### config.mk
export PLATFORM = sky130hd
export DESIGN_NAME = msg_ack_retry
export DESIGN_NICKNAME = d
export VERILOG_FILES = /design/src/rtl/ackretry_pkg.sv /design/src/rtl/ackretry_dp.sv /design/src/rtl/ackretry_ctrl.sv /design/src/rtl/msg_ack_retry.sv
export SDC_FILE = /design/constraint.sdc
export NUM_CORES = 1
export LEC_CHECK = 0
export BUFFER_PORTS_ARGS = -buffer_cell sky130_fd_sc_hd__buf_2
export CORE_MARGIN = 1.5
export CORE_UTILIZATION = 49
export DETAILED_ROUTE_END_ITERATION = 6
export PLACE_DENSITY = 0.72
export SKIP_LAST_GASP = 1
export SLEW_MARGIN = 25
export SYNTH_ARGS = -nofsm -noshare
export SYNTH_HDL_FRONTEND = slang
export SYNTH_SLANG_ARGS = --single-unit
export TNS_END_PERCENT = 100
### constraint.sdc
create_clock -name clk -period 5.9 [get_ports clk]
set_input_delay 0.59 -clock clk [delete_from_list [all_inputs] [get_ports clk]]
set_output_delay 0.59 -clock clk [all_outputs]
set_load 0.02 [all_outputs]
### src/rtl/ackretry_pkg.sv
package ackretry_pkg;

  localparam int HDR_W   = 16;
  localparam int ALERT_W = 5;

  localparam int AL_RXMSG = 0;
  localparam int AL_RXHRD = 1;
  localparam int AL_OK    = 2;
  localparam int AL_FAIL  = 3;
  localparam int AL_DISC  = 4;

  localparam logic [3:0] GOODCRC_TYPE = 4'h1;

  typedef enum logic [1:0] {ST_IDLE, ST_SEND, ST_AWAIT} ctlState_t;
  typedef enum logic [1:0] {K_REPLY, K_MSG, K_HARD}     sendKind_t;

  // control -> datapath strobes, all single-cycle
  typedef struct packed {
    logic startReply;
    logic startMsg;
    logic clearTx;
    logic okAlert;
    logic failAlert;
    logic discAlert;
    logic ackTaken;
    logic startBlank;
  } ctlStrobe_t;

  function automatic logic isBareGoodCrc(input logic [HDR_W-1:0] hdr);
    return (hdr[3:0] == GOODCRC_TYPE) && (hdr[14:12] == 3'd0);
  endfunction

endpackage

### src/rtl/ackretry_dp.sv
module ackretry_dp
  import ackretry_pkg::*;
#(
  parameter int BLANK_CYCLES = 5000
) (
  input  logic               clk,
  input  logic               rstN,
  input  logic               txReq,
  input  logic               txHardReset,
  input  logic [HDR_W-1:0]   txHeader,
  input  logic               powerRole,
  input  logic               dataRole,
  input  logic               rxValid,
  input  logic [HDR_W-1:0]   rxHeader,
  input  logic               rxHardReset,
  input  logic               alertRead,
  input  ctlStrobe_t         strb,
  output logic               txPend,
  output logic               txHardQ,
  output logic               replyPend,
  output logic               rxAck,
  output logic               rxOther,
  output logic               rxHardSeen,
  output logic               sendStart,
  output logic [HDR_W-1:0]   sendHeader,
  output logic               sendHardReset,
  output logic [ALERT_W-1:0] alerts
);

  localparam int BLK_W = (BLANK_CYCLES < 1) ? 1 : $clog2(BLANK_CYCLES + 1);

  logic [HDR_W-1:0]   txHdrQ;
  logic [2:0]         replyId;
  logic [BLK_W-1:0]   blankCnt;
  logic               rxLive;
  logic               rxMsg;
  logic               rxIsBare;
  logic [HDR_W-1:0]   replyHdr;
  logic [ALERT_W-1:0] alertSet;
  logic               unusedRxBits;

  assign unusedRxBits = ^{rxHeader[15], rxHeader[8:4]};

  // receive qualification
  generate
    if (BLANK_CYCLES > 0) begin : g_blank
      always_ff @(posedge clk) begin
        if (!rstN)                blankCnt <= '0;
        else if (strb.startBlank) blankCnt <= BLK_W'(BLANK_CYCLES);
        else if (blankCnt != '0)  blankCnt <= blankCnt - BLK_W'(1);
      end
      assign rxLive = (blankCnt == '0);
    end else begin : g_noblank
      assign blankCnt = '0;
      assign rxLive   = 1'b1;
    end
  endgenerate

  assign rxMsg      = rxLive & rxValid;
  assign rxIsBare   = isBareGoodCrc(rxHeader);
  assign rxAck      = rxMsg & rxIsBare & (rxHeader[11:9] == txHdrQ[11:9]);
  assign rxOther    = rxMsg & ~rxAck;
  assign rxHardSeen = rxLive & rxHardReset;

  // pending request
  always_ff @(posedge clk) begin
    if (!rstN) begin
      txPend  <= 1'b0;
      txHardQ <= 1'b0;
      txHdrQ  <= '0;
    end else if (strb.clearTx) begin
      txPend  <= 1'b0;
    end else if (txReq && !txPend) begin
      txPend  <= 1'b1;
      txHardQ <= txHardReset;
      txHdrQ  <= txHeader;
    end
  end

  // pending answer, depth one; a newer message overwrites the ID
  always_ff @(posedge clk) begin
    if (!rstN) begin
      replyPend <= 1'b0;
      replyId   <= '0;
    end else if (rxMsg && !rxIsBare) begin
      replyPend <= 1'b1;
      replyId   <= rxHeader[11:9];
    end else if (strb.startReply) begin
      replyPend <= 1'b0;
    end
  end

  assign replyHdr = {1'b0, 3'd0, replyId, powerRole, 2'b00, dataRole, 1'b0, GOODCRC_TYPE};

  // encoder side
  always_ff @(posedge clk) begin
    if (!rstN) begin
      sendStart     <= 1'b0;
      sendHeader    <= '0;
      sendHardReset <= 1'b0;
    end else begin
      sendStart <= strb.startReply | strb.startMsg;
      if (strb.startReply) begin
        sendHeader    <= replyHdr;
        sendHardReset <= 1'b0;
      end else if (strb.startMsg) begin
        sendHeader    <= txHdrQ;
        sendHardReset <= txHardQ;
      end
    end
  end

  // sticky alerts, set wins over read
  always_comb begin
    alertSet           = '0;
    alertSet[AL_RXMSG] = rxMsg & ~strb.ackTaken;
    alertSet[AL_RXHRD] = rxHardSeen;
    alertSet[AL_OK]    = strb.okAlert;
    alertSet[AL_FAIL]  = strb.failAlert;
    alertSet[AL_DISC]  = strb.discAlert;
  end

  always_ff @(posedge clk) begin
    if (!rstN) alerts <= '0;
    else       alerts <= (alertRead ? '0 : alerts) | alertSet;
  end

endmodule

### src/rtl/ackretry_ctrl.sv
module ackretry_ctrl
  import ackretry_pkg::*;
#(
  parameter int RETRY_LIMIT = 3,
  parameter int TIMER_W     = 16
) (
  input  logic               clk,
  input  logic               rstN,
  input  logic [TIMER_W-1:0] ackTimeout,
  input  logic               txPend,
  input  logic               txHardQ,
  input  logic               replyPend,
  input  logic               rxAck,
  input  logic               rxOther,
  input  logic               rxHardSeen,
  input  logic               sendDone,
  input  logic               sendCollide,
  output ctlStrobe_t         strb
);

  localparam int ATT_W = (RETRY_LIMIT < 1) ? 1 : $clog2(RETRY_LIMIT + 1);

  ctlState_t          state, stateN;
  sendKind_t          kind, kindN;
  logic [ATT_W-1:0]   attempt, attemptN;
  logic [TIMER_W-1:0] timer, timerN;

  always_comb begin
    strb     = '0;
    stateN   = state;
    kindN    = kind;
    attemptN = attempt;
    timerN   = timer;
    unique case (state)
      ST_IDLE: begin
        if (replyPend) begin
          strb.startReply = 1'b1;
          kindN           = K_REPLY;
          stateN          = ST_SEND;
        end else if (txPend) begin
          strb.startMsg = 1'b1;
          kindN         = txHardQ ? K_HARD : K_MSG;
          stateN        = ST_SEND;
        end
      end
      ST_SEND: begin
        if (sendCollide) begin
          if (kind != K_REPLY) begin
            strb.discAlert = 1'b1;
            strb.clearTx   = 1'b1;
          end
          stateN = ST_IDLE;
        end else if (sendDone) begin
          unique case (kind)
            K_MSG: begin
              stateN = ST_AWAIT;
              timerN = '0;
            end
            K_HARD: begin
              strb.okAlert = 1'b1;
              strb.clearTx = 1'b1;
              stateN       = ST_IDLE;
            end
            default: stateN = ST_IDLE;
          endcase
        end
      end
      ST_AWAIT: begin
        if (rxAck) begin
          strb.ackTaken   = 1'b1;
          strb.okAlert    = 1'b1;
          strb.clearTx    = 1'b1;
          strb.startBlank = 1'b1;
          stateN          = ST_IDLE;
        end else if (rxOther || rxHardSeen) begin
          strb.discAlert = 1'b1;
          strb.clearTx   = 1'b1;
          stateN         = ST_IDLE;
        end else if (timer == ackTimeout - TIMER_W'(1)) begin
          if (attempt == ATT_W'(RETRY_LIMIT)) begin
            strb.failAlert = 1'b1;
            strb.clearTx   = 1'b1;
          end else begin
            attemptN = attempt + ATT_W'(1);
          end
          stateN = ST_IDLE;
        end else begin
          timerN = timer + TIMER_W'(1);
        end
      end
      default: stateN = ST_IDLE;
    endcase
    if (strb.clearTx) attemptN = '0;
  end

  always_ff @(posedge clk) begin
    if (!rstN) begin
      state   <= ST_IDLE;
      kind    <= K_REPLY;
      attempt <= '0;
      timer   <= '0;
    end else begin
      state   <= stateN;
      kind    <= kindN;
      attempt <= attemptN;
      timer   <= timerN;
    end
  end

endmodule

### src/rtl/msg_ack_retry.sv
module msg_ack_retry
  import ackretry_pkg::*;
#(
  parameter int RETRY_LIMIT  = 3,
  parameter int TIMER_W      = 16,
  parameter int BLANK_CYCLES = 5000
) (
  input  logic               clk,
  input  logic               rstN,
  input  logic               txReq,
  input  logic               txHardReset,
  input  logic [15:0]        txHeader,
  input  logic [TIMER_W-1:0] ackTimeout,
  input  logic               powerRole,
  input  logic               dataRole,
  output logic               sendStart,
  output logic [15:0]        sendHeader,
  output logic               sendHardReset,
  input  logic               sendDone,
  input  logic               sendCollide,
  input  logic               rxValid,
  input  logic [15:0]        rxHeader,
  input  logic               rxHardReset,
  input  logic               alertRead,
  output logic [4:0]         alerts
);

  ctlStrobe_t strb;
  logic txPend, txHardQ, replyPend, rxAck, rxOther, rxHardSeen;

  ackretry_ctrl #(
    .RETRY_LIMIT(RETRY_LIMIT),
    .TIMER_W    (TIMER_W)
  ) u_ctrl (
    .clk        (clk),
    .rstN       (rstN),
    .ackTimeout (ackTimeout),
    .txPend     (txPend),
    .txHardQ    (txHardQ),
    .replyPend  (replyPend),
    .rxAck      (rxAck),
    .rxOther    (rxOther),
    .rxHardSeen (rxHardSeen),
    .sendDone   (sendDone),
    .sendCollide(sendCollide),
    .strb       (strb)
  );

  ackretry_dp #(
    .BLANK_CYCLES(BLANK_CYCLES)
  ) u_dp (
    .clk          (clk),
    .rstN         (rstN),
    .txReq        (txReq),
    .txHardReset  (txHardReset),
    .txHeader     (txHeader),
    .powerRole    (powerRole),
    .dataRole     (dataRole),
    .rxValid      (rxValid),
    .rxHeader     (rxHeader),
    .rxHardReset  (rxHardReset),
    .alertRead    (alertRead),
    .strb         (strb),
    .txPend       (txPend),
    .txHardQ      (txHardQ),
    .replyPend    (replyPend),
    .rxAck        (rxAck),
    .rxOther      (rxOther),
    .rxHardSeen   (rxHardSeen),
    .sendStart    (sendStart),
    .sendHeader   (sendHeader),
    .sendHardReset(sendHardReset),
    .alerts       (alerts)
  );

endmodule

==> impl_metrics.csv <==
group,metric,value,unit
outcome,status,"completed",
routing,detailedRoute.firstIterationViolations,223,
clock_tree,cts_buffers,9,
worst_setup_path,worst_path_dominant_cell_family,"simple AND/OR/NAND/NOR gates",
place,port_buffers,75,
cells_and_area,post_route_cells_drive_above_1_share,0.178,
clock_tree,ctsRootBufferMaster,"sky130_fd_sc_hd__clkbuf_8",
job,timing.max_cap.violations,0,
worst_setup_path,critical-path-top-cell-by-count,"sky130_fd_sc_hd__or4_1",
cells_and_area,n_antenna_cell,0,
clock_tree,post_cts_resized,0,
logic_synthesis,mean_post_synth_cell_area,8.12,µm²
global_routing,grt_pass1_wl,16000,µm
clock_tree,clk_transition_reported_paths,80,ps
floorplanning,design.portCount,82,
timing,final_report_hold_violation_count,0,
worst_setup_path,critical_path.max_fanout,12,
timing,final.period_utilization,0.631,
worst_setup_path,timing.critical_path.arrival,3960,ps
routing,antenna_violating_nets_post_route,0,
logic_synthesis,synthFlopType,"sky130_fd_sc_hd__dfxtp_1",
worst_setup_path,timing.critical_path.cells,"buf_2, inv_1, ha_1, or4b_4, nor4_2, a21oi_1, or4_1, or4_1, o31ai_2, mux2i_1, nor2b_1",
worst_setup_path,worstSetupPathType,"input port to register",
worst_setup_path,startpoint_type_of_the_worst_setup_path,"input port",
routing,detail_route.wirelength,9690,µm
worst_setup_path,critical_path_depth,11,
routing,num_vias,3889,
timing,finClkSkew,6.87,ps
clock_tree,post-cts-setup-buffer-count,0,
cells_and_area,areaGrowthSynthToFinish,13.8,%
timing,layout_min_cycle_time,3720,ps
worst_setup_path,critical-path-slowest-cell,"sky130_fd_sc_hd__or4_1",
min_path,hold_class,"register to register",
clock_tree,tritoncts,"built",
routing,drt_pass1_iterations,5,
floorplanning,die_width,95.8,µm
floorplanning,floorplan.die.height,95.8,µm
clock_tree,insertion_delay,350,ps
worst_setup_path,cp_data_required_time,6140,ps
routing,drt-wirelength-per-cell,14.0,µm
worst_setup_path,rr_worst_depth,8,
timing,fmaxAchievable,0.269,GHz
worst_setup_path,end_kind,"register",
place,dpl.hpwl,6980,µm
logic_synthesis,synthesis.yosys.warnings,0,
pwr,vdd.ir_drop.worst,0.000187,V
logic_synthesis,cell_taking_the_most_area_after_synthesis,"sky130_fd_sc_hd__dfxtp_1",
global_routing,grt_start_max_net_pins,70,
min_path,min_path_cells,2,
floorplanning,die_area,9180,µm²
cells_and_area,finalNetCount,651,
clock_tree,holdBufCountCts,0,
logic_synthesis,synth-edff-count,0,
timing,finalSetupViolCount,0,
logic_synthesis,synth_sequential_area_ratio,0.379,
routing,avgViaCountPerCell,5.60,
floorplanning,coreArea,8300,µm²
place,placedCellCount,679,
global_routing,first_global_vias,3512,
clock_tree,clock-sinks,80,
logic_synthesis,synth.cells.most_frequent,"sky130_fd_sc_hd__nand2_1 (92), sky130_fd_sc_hd__dfxtp_1 (80), sky130_fd_sc_hd__nor2_1 (43)",
logic_synthesis,mappedNetlistNets,586,
routing,drc_errors,0,
logic_synthesis,postSynthRegisterBits,80,
pwr,leakage,1.99,nW
clock_tree,clock_tree.htree_level_count,3,
logic_synthesis,synth.top_cells.by_area,"sky130_fd_sc_hd__dfxtp_1 (38%), sky130_fd_sc_hd__nand2_1 (8.2%), sky130_fd_sc_hd__mux2i_1 (5.7%)",
floorplanning,core.rowCount,33,
global_routing,global_route_total_overflow,0,
logic_synthesis,post-synth-top-area-fraction,0.379,
logic_synthesis,yosysMostFrequentCell,"sky130_fd_sc_hd__nand2_1",
global_routing,antenna_found_initial,0,
global_routing,grt_use_total,0.221,
timing,rsz0062_at_grt,"no",
pwr,pwr_density_cell,301,nW/µm²
logic_synthesis,synth-async-reset-ratio,0,
logic_synthesis,postSynthCellCount,520,
timing,max-slew-margin-rel,0.478,
clock_tree,longest_clk_path_bufs,2,
place,globalplace.congestion,0.862,
worst_setup_path,worst_path_largest_cell_delay,710,ps
logic_synthesis,netlist_area,4220,µm²
logic_synthesis,synth.distinct_cells,58,
timing,finalMaxSlewViolations,0,
worst_setup_path,critical_path_buf_inv_count,2,
cells_and_area,layout.cells.non_filler,694,
floorplanning,starting_density_of_the_core,0.509,
timing,worst-slew-pin-transition,781,ps
timing,totalNegativeSetupSlack,0,ps
-- flip-flops by register name (all words and copies together), names as in the netlist --
signal and flops:
u_ctrl.timer 16, u_dp.replyPend 1, u_dp.sendHardReset 1, u_dp.replyId 3, u_dp.sendHeader 16, u_dp.txPend 1
u_ctrl.attempt 2, u_dp.sendStart 1, u_dp.txHardQ 1, u_dp.txHdrQ 16, u_ctrl.kind 2, u_ctrl.state 2
u_dp.alerts 5, u_dp.blankCnt 13
-- worst paths after layout --
path | startpoint | endpoint | slack (ps)
worst max-delay path | ackTimeout[0] | u_ctrl.timer[0]$_SDFFE_PN0P_ | 2180
worst min register to register | u_dp.sendHeader[14]$_SDFFE_PP0P_ | u_dp.sendHeader[14]$_SDFFE_PP0P_ | 460
worst min-delay path | u_dp.sendHeader[14]$_SDFFE_PP0P_ | u_dp.sendHeader[14]$_SDFFE_PP0P_ | 460
worst max register to register | u_ctrl.timer[12]$_SDFFE_PN0P_ | u_ctrl.timer[0]$_SDFFE_PN0P_ | 2820
-- through the flow --
stage / hold slack, ps / utilization / cell area, µm² / setup WS (ps) / power (mW)
2_1_floorplan: 430 / - / 4220 / 2450 / 0.997
3_3_place_gp: 437 / 0.559 / 4640 / 1900 / 1.09
3_5_place_dp: 446 / 0.559 / 4640 / 1840 / 1.11
4_1_cts: 456 / 0.578 / 4800 / 2200 / 1.45
5_1_grt: 471 / 0.579 / 4810 / 1890 / 1.54
6_report: 456 / 0.579 / 4810 / 2180 / 1.45
-- area by class of cell --
class	instances	area, µm²
fillers	774	3490
clock buffers	10	128
inverters	14	52.6
clock inverters	5	33.8
repair buffers	78	398
flip-flops and latches	80	1600
multi-input cells	402	2460
well taps	105	131
-- routing by layer --
layer	track usage	share of wire	vias up
met5	0	0	-
met4	0.0551	0.0099	0
met3	0.0656	0.061	8
met2	0.353	0.47	93
met1	0.293	0.46	1830
li1	-	-	1958
-- cell families after synthesis --
kind of cell / share of synthesized area
xor+xnor: 0.0622
mux: 0.0569
buf+inv: 0.0412
compound gates: 0.161
simple gates: 0.279
fa+ha+maj: 0.0207
flops: 0.379
-- worst reg2reg max path: stages, from the launching register on --
cell and delay, ps:
sky130_fd_sc_hd__dfxtp_1 380, sky130_fd_sc_hd__xor2_1 190, sky130_fd_sc_hd__o21ai_0 120, sky130_fd_sc_hd__nand4_1 120
sky130_fd_sc_hd__or4_1 470, sky130_fd_sc_hd__or4_1 710, sky130_fd_sc_hd__o31ai_2 660, sky130_fd_sc_hd__mux2i_1 260
sky130_fd_sc_hd__nor2b_1 60
-- cells in the final DEF (no fill, tap or decap), drive strengths merged, types with 3 or more instances in the layout --
cell / netlist / layout
nand3b: 3 / 3
nor2: 43 / 43
buf: 6 / 78
nand2b: 6 / 6
dfxtp: 80 / 80
nand2: 92 / 92
nor3b: 3 / 3
xor2: 18 / 18
nor4: 6 / 6
o21ai: 22 / 22
nor3: 12 / 12
o211ai: 5 / 5
xnor2: 12 / 12
or3: 16 / 16
a21boi: 10 / 10
mux2i: 24 / 24
ha: 7 / 7
clkbuf: 18 / 10
inv: 14 / 15
o221ai: 5 / 5
nor2b: 11 / 11
a21oi: 36 / 36
o31ai: 4 / 4
and3: 8 / 8
nand4: 7 / 7
or4: 10 / 10
nand3: 9 / 9
-- report_power, final --
group	internal [mW]	switching [mW]	total, mW	leakage (nW)
Combinational	0.186	0.248	0.434	1.25
Clock	0.151	0.197	0.348	0.0785
Sequential	0.613	0.0523	0.665	0.654
Note: power is estimated with default switching activity, not from simulation.
